--- src/rtl/pwc_pkg.sv ---
package pwc_pkg;

    // Kind of slot, decided once per cycle by the top
    typedef enum logic [1:0] {
        CYC_IDLE  = 2'd0,
        CYC_READ  = 2'd1,
        CYC_STORE = 2'd2,
        CYC_FILL  = 2'd3
    } cyc_e;

endpackage

--- src/rtl/pwc_tag_store.sv ---
module pwc_tag_store #(
    parameter int INDEX_W = 4,
    parameter int TAG_W   = 8
) (
    input  logic               clk,
    input  logic               rst_n,
    input  logic               fill_en,
    input  logic [INDEX_W-1:0] fill_idx,
    input  logic [TAG_W-1:0]   fill_tag,
    input  logic [INDEX_W-1:0] look_idx,
    input  logic [TAG_W-1:0]   look_tag,
    output logic               look_hit
);
    localparam int LINES = 1 << INDEX_W;

    typedef struct packed {
        logic [LINES-1:0]            vld;
        logic [LINES-1:0][TAG_W-1:0] tag;
    } tags_t;

    tags_t st_d, st_q;

    always_comb begin
        st_d = st_q;
        if (fill_en) begin
            st_d.vld[fill_idx] = 1'b1;
            st_d.tag[fill_idx] = fill_tag;
        end
    end

    always_ff @(posedge clk or negedge rst_n) begin
        if (!rst_n) st_q <= '0;
        else        st_q <= st_d;
    end

    assign look_hit = st_q.vld[look_idx] && (st_q.tag[look_idx] == look_tag);

    // a refill leaves its line valid with the refill tag
    a_r8_fill_installs: assert property (@(posedge clk) disable iff (!rst_n)
        fill_en |=> (st_q.vld[$past(fill_idx)] && st_q.tag[$past(fill_idx)] == $past(fill_tag)));

endmodule

--- src/rtl/pwc_data_store.sv ---
module pwc_data_store #(
    parameter int INDEX_W = 4,
    parameter int DATA_W  = 32
) (
    input  logic                 clk,
    input  logic                 rst_n,
    input  logic                 wr_en,
    input  logic [INDEX_W-1:0]   wr_idx,
    input  logic [DATA_W-1:0]    wr_data,
    input  logic [DATA_W/8-1:0]  wr_be,
    input  logic [INDEX_W-1:0]   rd_idx,
    output logic [DATA_W-1:0]    rd_data
);
    localparam int LINES = 1 << INDEX_W;
    localparam int BYTES = DATA_W / 8;

    logic [LINES-1:0][DATA_W-1:0] mem_d, mem_q;

    always_comb begin
        mem_d = mem_q;
        if (wr_en) begin
            for (int b = 0; b < BYTES; b++) begin
                if (wr_be[b]) mem_d[wr_idx][8*b +: 8] = wr_data[8*b +: 8];
            end
        end
    end

    always_ff @(posedge clk) begin
        mem_q <= mem_d;
    end

    assign rd_data = mem_q[rd_idx];

    // an enabled low byte lands in the addressed word
    a_r6_byte_lands: assert property (@(posedge clk) disable iff (!rst_n)
        (wr_en && wr_be[0]) |=> (mem_q[$past(wr_idx)][7:0] == $past(wr_data[7:0])));

endmodule

--- src/rtl/pwc_delay_wbuf.sv ---
module pwc_delay_wbuf #(
    parameter int ADDR_W  = 12,
    parameter int DATA_W  = 32,
    parameter int INDEX_W = 4
) (
    input  logic                clk,
    input  logic                rst_n,
    input  logic                cap_en,
    input  logic [ADDR_W-1:0]   cap_addr,
    input  logic [DATA_W-1:0]   cap_data,
    input  logic [DATA_W/8-1:0] cap_be,
    input  logic                port_free,
    input  logic                fill_en,
    input  logic [INDEX_W-1:0]  fill_idx,
    input  logic [ADDR_W-1:0]   probe_addr,
    output logic [DATA_W/8-1:0] probe_be,
    output logic [DATA_W-1:0]   buf_data,
    output logic                commit_en,
    output logic [INDEX_W-1:0]  commit_idx,
    output logic [DATA_W-1:0]   commit_data,
    output logic [DATA_W/8-1:0] commit_be
);
    localparam int BYTES = DATA_W / 8;

    typedef struct packed {
        logic              vld;
        logic [ADDR_W-1:0] addr;
        logic [DATA_W-1:0] data;
        logic [BYTES-1:0]  be;
    } park_t;

    park_t pk_d, pk_q;
    logic  cancel;

    assign cancel    = fill_en && pk_q.vld && (pk_q.addr[INDEX_W-1:0] == fill_idx);
    assign commit_en = pk_q.vld && port_free;

    always_comb begin
        pk_d = pk_q;
        if (cancel) begin
            pk_d.vld = 1'b0;
        end else if (cap_en) begin
            pk_d.vld  = 1'b1;
            pk_d.addr = cap_addr;
            pk_d.data = cap_data;
            pk_d.be   = cap_be;
        end else if (commit_en) begin
            pk_d.vld = 1'b0;
        end
    end

    always_ff @(posedge clk or negedge rst_n) begin
        if (!rst_n) pk_q <= '0;
        else        pk_q <= pk_d;
    end

    assign probe_be    = (pk_q.vld && pk_q.addr == probe_addr) ? pk_q.be : '0;
    assign buf_data    = pk_q.data;
    assign commit_idx  = pk_q.addr[INDEX_W-1:0];
    assign commit_data = pk_q.data;
    assign commit_be   = pk_q.be;

    // a store hit is parked at its own address
    a_r3_hit_parks: assert property (@(posedge clk) disable iff (!rst_n)
        cap_en |=> (pk_q.vld && pk_q.addr == $past(cap_addr)));

    // a read slot keeps the parked entry untouched
    a_r4_read_keeps: assert property (@(posedge clk) disable iff (!rst_n)
        (pk_q.vld && !port_free && !fill_en) |=> (pk_q.vld && $stable(pk_q.addr) && $stable(pk_q.data)));

    // an idle slot drains the parked entry
    a_r4_idle_drains: assert property (@(posedge clk) disable iff (!rst_n)
        (pk_q.vld && port_free && !cap_en && !fill_en) |=> !pk_q.vld);

    // a refill to the parked index cancels it
    a_r8_fill_cancels: assert property (@(posedge clk) disable iff (!rst_n)
        (fill_en && pk_q.vld && pk_q.addr[INDEX_W-1:0] == fill_idx) |=> !pk_q.vld);

endmodule

--- src/rtl/pipe_wr_cache.sv ---
module pipe_wr_cache
    import pwc_pkg::*;
#(
    parameter int ADDR_W  = 12,
    parameter int DATA_W  = 32,
    parameter int INDEX_W = 4
) (
    input  logic                clk,
    input  logic                rst_n,
    input  logic                req_valid,
    input  logic                req_write,
    input  logic [ADDR_W-1:0]   req_addr,
    input  logic [DATA_W-1:0]   req_wdata,
    input  logic [DATA_W/8-1:0] req_be,
    input  logic                fill_valid,
    input  logic [ADDR_W-1:0]   fill_addr,
    input  logic [DATA_W-1:0]   fill_data,
    output logic                rsp_valid,
    output logic                rsp_hit,
    output logic                rsp_miss,
    output logic [DATA_W-1:0]   rsp_rdata,
    output logic                wmiss_valid,
    output logic [ADDR_W-1:0]   wmiss_addr,
    output logic [DATA_W-1:0]   wmiss_data,
    output logic [DATA_W/8-1:0] wmiss_be
);
    localparam int TAG_W = ADDR_W - INDEX_W;
    localparam int BYTES = DATA_W / 8;

    cyc_e cyc;

    always_comb begin
        if (fill_valid)                  cyc = CYC_FILL;
        else if (req_valid && req_write) cyc = CYC_STORE;
        else if (req_valid)              cyc = CYC_READ;
        else                             cyc = CYC_IDLE;
    end

    logic [INDEX_W-1:0] look_idx;
    logic [TAG_W-1:0]   look_tag;
    logic               look_hit;

    assign look_idx = req_addr[INDEX_W-1:0];
    assign look_tag = req_addr[ADDR_W-1:INDEX_W];

    pwc_tag_store #(.INDEX_W(INDEX_W), .TAG_W(TAG_W)) u_tags (
        .clk      (clk),
        .rst_n    (rst_n),
        .fill_en  (fill_valid),
        .fill_idx (fill_addr[INDEX_W-1:0]),
        .fill_tag (fill_addr[ADDR_W-1:INDEX_W]),
        .look_idx (look_idx),
        .look_tag (look_tag),
        .look_hit (look_hit)
    );

    logic               cap_en, port_free, commit_en;
    logic [BYTES-1:0]   probe_be, commit_be;
    logic [DATA_W-1:0]  buf_data, commit_data;
    logic [INDEX_W-1:0] commit_idx;

    assign cap_en    = (cyc == CYC_STORE) && look_hit;
    assign port_free = (cyc == CYC_STORE) || (cyc == CYC_IDLE);

    pwc_delay_wbuf #(.ADDR_W(ADDR_W), .DATA_W(DATA_W), .INDEX_W(INDEX_W)) u_park (
        .clk         (clk),
        .rst_n       (rst_n),
        .cap_en      (cap_en),
        .cap_addr    (req_addr),
        .cap_data    (req_wdata),
        .cap_be      (req_be),
        .port_free   (port_free),
        .fill_en     (fill_valid),
        .fill_idx    (fill_addr[INDEX_W-1:0]),
        .probe_addr  (req_addr),
        .probe_be    (probe_be),
        .buf_data    (buf_data),
        .commit_en   (commit_en),
        .commit_idx  (commit_idx),
        .commit_data (commit_data),
        .commit_be   (commit_be)
    );

    // Single array port: a refill owns it, otherwise a commit may use it
    logic               ds_we;
    logic [INDEX_W-1:0] ds_idx;
    logic [DATA_W-1:0]  ds_data, arr_word, merged;
    logic [BYTES-1:0]   ds_be;

    assign ds_we   = fill_valid || commit_en;
    assign ds_idx  = fill_valid ? fill_addr[INDEX_W-1:0] : commit_idx;
    assign ds_data = fill_valid ? fill_data : commit_data;
    assign ds_be   = fill_valid ? {BYTES{1'b1}} : commit_be;

    pwc_data_store #(.INDEX_W(INDEX_W), .DATA_W(DATA_W)) u_data (
        .clk     (clk),
        .rst_n   (rst_n),
        .wr_en   (ds_we),
        .wr_idx  (ds_idx),
        .wr_data (ds_data),
        .wr_be   (ds_be),
        .rd_idx  (look_idx),
        .rd_data (arr_word)
    );

    // Parked bytes override array bytes on an address match
    for (genvar gb = 0; gb < BYTES; gb++) begin : g_merge
        assign merged[8*gb +: 8] = probe_be[gb] ? buf_data[8*gb +: 8] : arr_word[8*gb +: 8];
    end

    typedef struct packed {
        logic              valid;
        logic              hit;
        logic              miss;
        logic [DATA_W-1:0] rdata;
        logic              wm_valid;
        logic [ADDR_W-1:0] wm_addr;
        logic [DATA_W-1:0] wm_data;
        logic [BYTES-1:0]  wm_be;
    } rsp_t;

    rsp_t r_d, r_q;

    always_comb begin
        r_d = '0;
        case (cyc)
            CYC_READ: begin
                r_d.valid = 1'b1;
                r_d.hit   = look_hit;
                r_d.miss  = !look_hit;
                r_d.rdata = look_hit ? merged : '0;
            end
            CYC_STORE: begin
                r_d.valid = 1'b1;
                r_d.hit   = look_hit;
                r_d.miss  = !look_hit;
                if (!look_hit) begin
                    r_d.wm_valid = 1'b1;
                    r_d.wm_addr  = req_addr;
                    r_d.wm_data  = req_wdata;
                    r_d.wm_be    = req_be;
                end
            end
            default: r_d = '0;
        endcase
    end

    always_ff @(posedge clk or negedge rst_n) begin
        if (!rst_n) r_q <= '0;
        else        r_q <= r_d;
    end

    assign rsp_valid   = r_q.valid;
    assign rsp_hit     = r_q.hit;
    assign rsp_miss    = r_q.miss;
    assign rsp_rdata   = r_q.rdata;
    assign wmiss_valid = r_q.wm_valid;
    assign wmiss_addr  = r_q.wm_addr;
    assign wmiss_data  = r_q.wm_data;
    assign wmiss_be    = r_q.wm_be;

    // every request outside a refill slot is answered next cycle
    a_r2_answered: assert property (@(posedge clk) disable iff (!rst_n)
        (req_valid && !fill_valid) |=> rsp_valid);

    // a request beside a refill is dropped
    a_r8_fill_drops: assert property (@(posedge clk) disable iff (!rst_n)
        fill_valid |=> (!rsp_valid && !wmiss_valid));

    // a missing store goes out on the miss path with its address
    a_r7_miss_forward: assert property (@(posedge clk) disable iff (!rst_n)
        (req_valid && req_write && !fill_valid && !look_hit)
            |=> (wmiss_valid && rsp_miss && wmiss_addr == $past(req_addr)));

    // a store hit never reaches the miss path
    a_r3_hit_stays: assert property (@(posedge clk) disable iff (!rst_n)
        cap_en |=> (rsp_hit && !wmiss_valid));

endmodule

--- config.mk ---
export PLATFORM = sky130hd
export DESIGN_NAME = pipe_wr_cache
export DESIGN_NICKNAME = d
export VERILOG_FILES = /design/src/rtl/pwc_pkg.sv /design/src/rtl/pwc_tag_store.sv /design/src/rtl/pwc_data_store.sv /design/src/rtl/pwc_delay_wbuf.sv /design/src/rtl/pipe_wr_cache.sv
export SDC_FILE = /design/constraint.sdc
export NUM_CORES = 1
export LEC_CHECK = 0
export BUFFER_PORTS_ARGS = -buffer_cell sky130_fd_sc_hd__buf_4
export CAP_MARGIN = 25
export CORE_MARGIN = 5
export CORE_UTILIZATION = 30
export CTS_CLUSTER_DIAMETER = 40
export DETAILED_ROUTE_END_ITERATION = 10
export GPL_TIMING_DRIVEN = 1
export HOLD_SLACK_MARGIN = 0.08
export SYNTH_ARGS = -nofsm -noshare
export SYNTH_HDL_FRONTEND = slang
export SYNTH_SLANG_ARGS = --single-unit
--- constraint.sdc ---
create_clock -name clk -period 3.7 [get_ports clk]
set_input_delay 0.74 -clock clk [delete_from_list [all_inputs] [get_ports clk]]
set_output_delay 0.74 -clock clk [all_outputs]
set_load 0.05 [all_outputs]
==> flow_metrics.tcl <==
set metrics [dict create \
    grt_pass1_vias 19200 \
    yosys-top-cells-area "edfxtp_1 (48%), dfrtp_1 (21%), mux4_2 (13%), mux2_2 (6.9%), nor2_1 (2.8%)" \
    place_congestion 0.808 \
    synthFlopType "edfxtp_1" \
    cp.required_ps 4230 \
    fin_nets 2248 \
    ff_latch_area_sq_um 22300 \
    root_buffer "clkbuf_16" \
    die_w_um 338 \
    routedWlPerCell_um 23.3 \
    syn_area_sq_um 32400 \
    post_cts_resized 0 \
    multiInputGateArea_sq_um 9520 \
    hold_viol 0 \
    drt-total-wl_mm 85.1 \
    p_leak_nw 15.1 \
    dr.pass1.iters 5 \
    groute.usage.overall 0.147 \
    port-buffer-count 180 \
    cap_violations 0 \
    grt_max_degree 86 \
    clk_pin_slew_ps 50 \
    cts_hold_buf 0 \
    seq_area_frac_synth 0.689 \
    cp_common_cell "buf_12" \
    setup_viol 0 \
    final_design_area_no_fill_sq_um 39700 \
    crit_buf_inv 3 \
    fin_worst_skew_ps 29.8 \
    p_per_area_nw_per_um2 551 \
    drc 0 \
    synth_edf_count 512 \
    yosys-top-cells-count "edfxtp_1 (512), dfrtp_1 (277), nor2_1 (241), mux2_2 (197), mux4_2 (180)" \
    area_growth_pct 22.7 \
    cts_inserted_buffers 106 \
    ant_nets 0 \
    rr_worst_depth 5 \
    rsz0062_at_grt "false" \
    core_sq_um 107000 \
    htree_num_levels 3 \
    hold_path_class "input pin to asynchronous set/reset pin" \
    placed_cell_area_sq_um 36100 \
    synth.most_common_cell "edfxtp_1" \
    die_area_sq_um 115000 \
    slowest_stage "or4_4" \
    yosys_warnings 0 \
    crit_fanout 28 \
    path_class "input pin to flop" \
    start_util 0.302 \
    relSlewSlack 0.385 \
    die_height_um 338 \
    cts_post_setup_buffers_inserted 0 \
    fmax_mhz 318 \
    antenna_found_initial 8 \
    vdd_drop_max_uv 336 \
    ys_ff_latch 789 \
    post-route-min-period_ps 3150 \
    fin_setup_tns_ps 0 \
    fillers 9798 \
    syn_nets 1925 \
    worst_pin_slew_ps 914 \
    crit_cells 10 \
    netlist_instances 1828 \
    critPathCaptureType "flop" \
    synth.largest_area_cell "edfxtp_1" \
    fin_crit_sh 0.851 \
    synth_async_sr_flop_share 0.351 \
    cts.sink_count 789 \
    path_cells "buf_8 -> buf_12 -> mux2i_1 -> a221o_1 -> o211a_1 -> a211oi_2 -> o2111ai_2 -> or4_4 -> buf_12 -> mux2_4" \
    syn_area_per_cell_sq_um 17.7 \
    worstSetupStartpointType "input pin" \
    via_per_inst 4.91 \
    cts.path.max_buffers 3 \
    drive_gt1_frac 0.403 \
    dp_hpwl_mm 57.4 \
    ios 181 \
    yosysTopAreaCellShare 0.475 \
    max_stage_delay_ps 620 \
    power_w 0.0219 \
    drt_iter0_drc 1367 \
    critPathArrivalTime_ps 3680 \
    worstSkewPairLatency_ps 660 \
    core.rowCount 120 \
    grt_overflow 0 \
    vias 17900 \
    outcome "complete, no violations" \
    synth_cell_types 57 \
    grt_pass1_wl_mm 127 \
    maxSlewViolCount 0 \
    crit_family "compound AO/OA/AOI/OAI gates" \
    cts_tree "yes" \
]
[state kept, by name, indices dropped and copies added (netlist names)]
name / flops
wmiss_data: 32
u_data.mem_q: 512
rsp_miss: 1
rsp_hit: 1
wmiss_addr: 12
u_park.commit_idx: 4
rsp_rdata: 32
wmiss_valid: 1
rsp_valid: 1
wmiss_be: 4
u_tags.st_q: 144
u_park.pk_q: 9
u_park.buf_data: 32
u_park.commit_be: 4
[metrics by stage]
stage / worst slack (ps) / hold slack, ps / cells / util
after global routing: 436 / 147 / 3650 / 0.371
after global placement: -81.3 / 446 / 3446 / 0.337
after CTS: 582 / 90.1 / 3648 / 0.371
after floorplan: 144 / 429 / 1828 / -
after detailed placement: -97.1 / 448 / 3446 / 0.337
final: 553 / 99.0 / 3652 / 0.371
[power by group]
part / switching (W) / internal, W / leakage (nW)
Sequential: 0.000208 / 0.00984 / 7.98
Clock: 0.00399 / 0.00608 / 1.73
Combinational: 0.000894 / 0.000867 / 5.40
[metal layers]
layer,track usage,part of all wire,wire (um)
met5,0,0,0
met4,0.0477,0.026,2200
met3,0.0336,0.079,6740
met2,0.235,0.47,40400
met1,0.199,0.42,35800
[worst register-to-register path, delay by kind of cell, from the launching register on]
| family | cells | cell delay [ps] |
|---|---|---|
| AO/OA/AOI/OAI | 1 | 750 |
| AND/OR/NAND/NOR | 2 | 1100 |
| flip-flops | 1 | 450 |
| buffers and inverters | 2 | 410 |
[cells by family (layout without fill, tap and decap cells)]
family                 after synthesis  after routing  synth area share
flip-flops                         789            789             0.689
other                                0              4                 0
AND/OR/NAND/NOR                    399            399            0.0553
AO/OA/AOI/OAI                       48             48            0.0111
multiplexers                       457            457             0.222
buffers and inverters              113            530            0.0162
XOR/XNOR                            22             22           0.00619
[cells in the final DEF (no fill, tap or decap), types with 18 or more instances in the layout]
| cell | n |
|---|---|
| nand2_1 | 37 |
| clkbuf_16 | 112 |
| and3_1 | 44 |
| nand3_1 | 22 |
| mux2i_1 | 69 |
| inv_6 | 23 |
| buf_4 | 309 |
| edfxtp_1 | 512 |
| mux4_2 | 180 |
| dfrtp_1 | 277 |
| nor2_1 | 241 |
| clkbuf_1 | 18 |
| mux2_2 | 197 |
[cell type report]
type	count	share of cell area
Inverter	10	0.000946
Timing Repair Buffer	318	0.0625
Tap cell	1403	0.0442
Clock buffer	135	0.0741
Clock inverter	67	0.0161
Antenna cell	4	0.000252
Multi-Input combinational cell	926	0.240
Sequential cell	789	0.562
[worst paths after layout]
| kind | start | to | slack (ps) |
|---|---|---|---|
| min in group clk | req_wdata[12] | u_park.buf_data[12] | 320 |
| setup reg to reg | u_park.commit_idx[1] | u_data.mem_q[220] | 610 |
| max in group asynchronous | rst_n | u_park.buf_data[27] | 2670 |
| hold / removal | rst_n | u_tags.st_q[92] | 100 |
| setup / recovery | req_addr[0] | u_park.commit_be[2] | 550 |
| hold reg to reg | u_tags.st_q[130] | u_tags.st_q[130] | 470 |
Power figures use the tool's default switching activity.
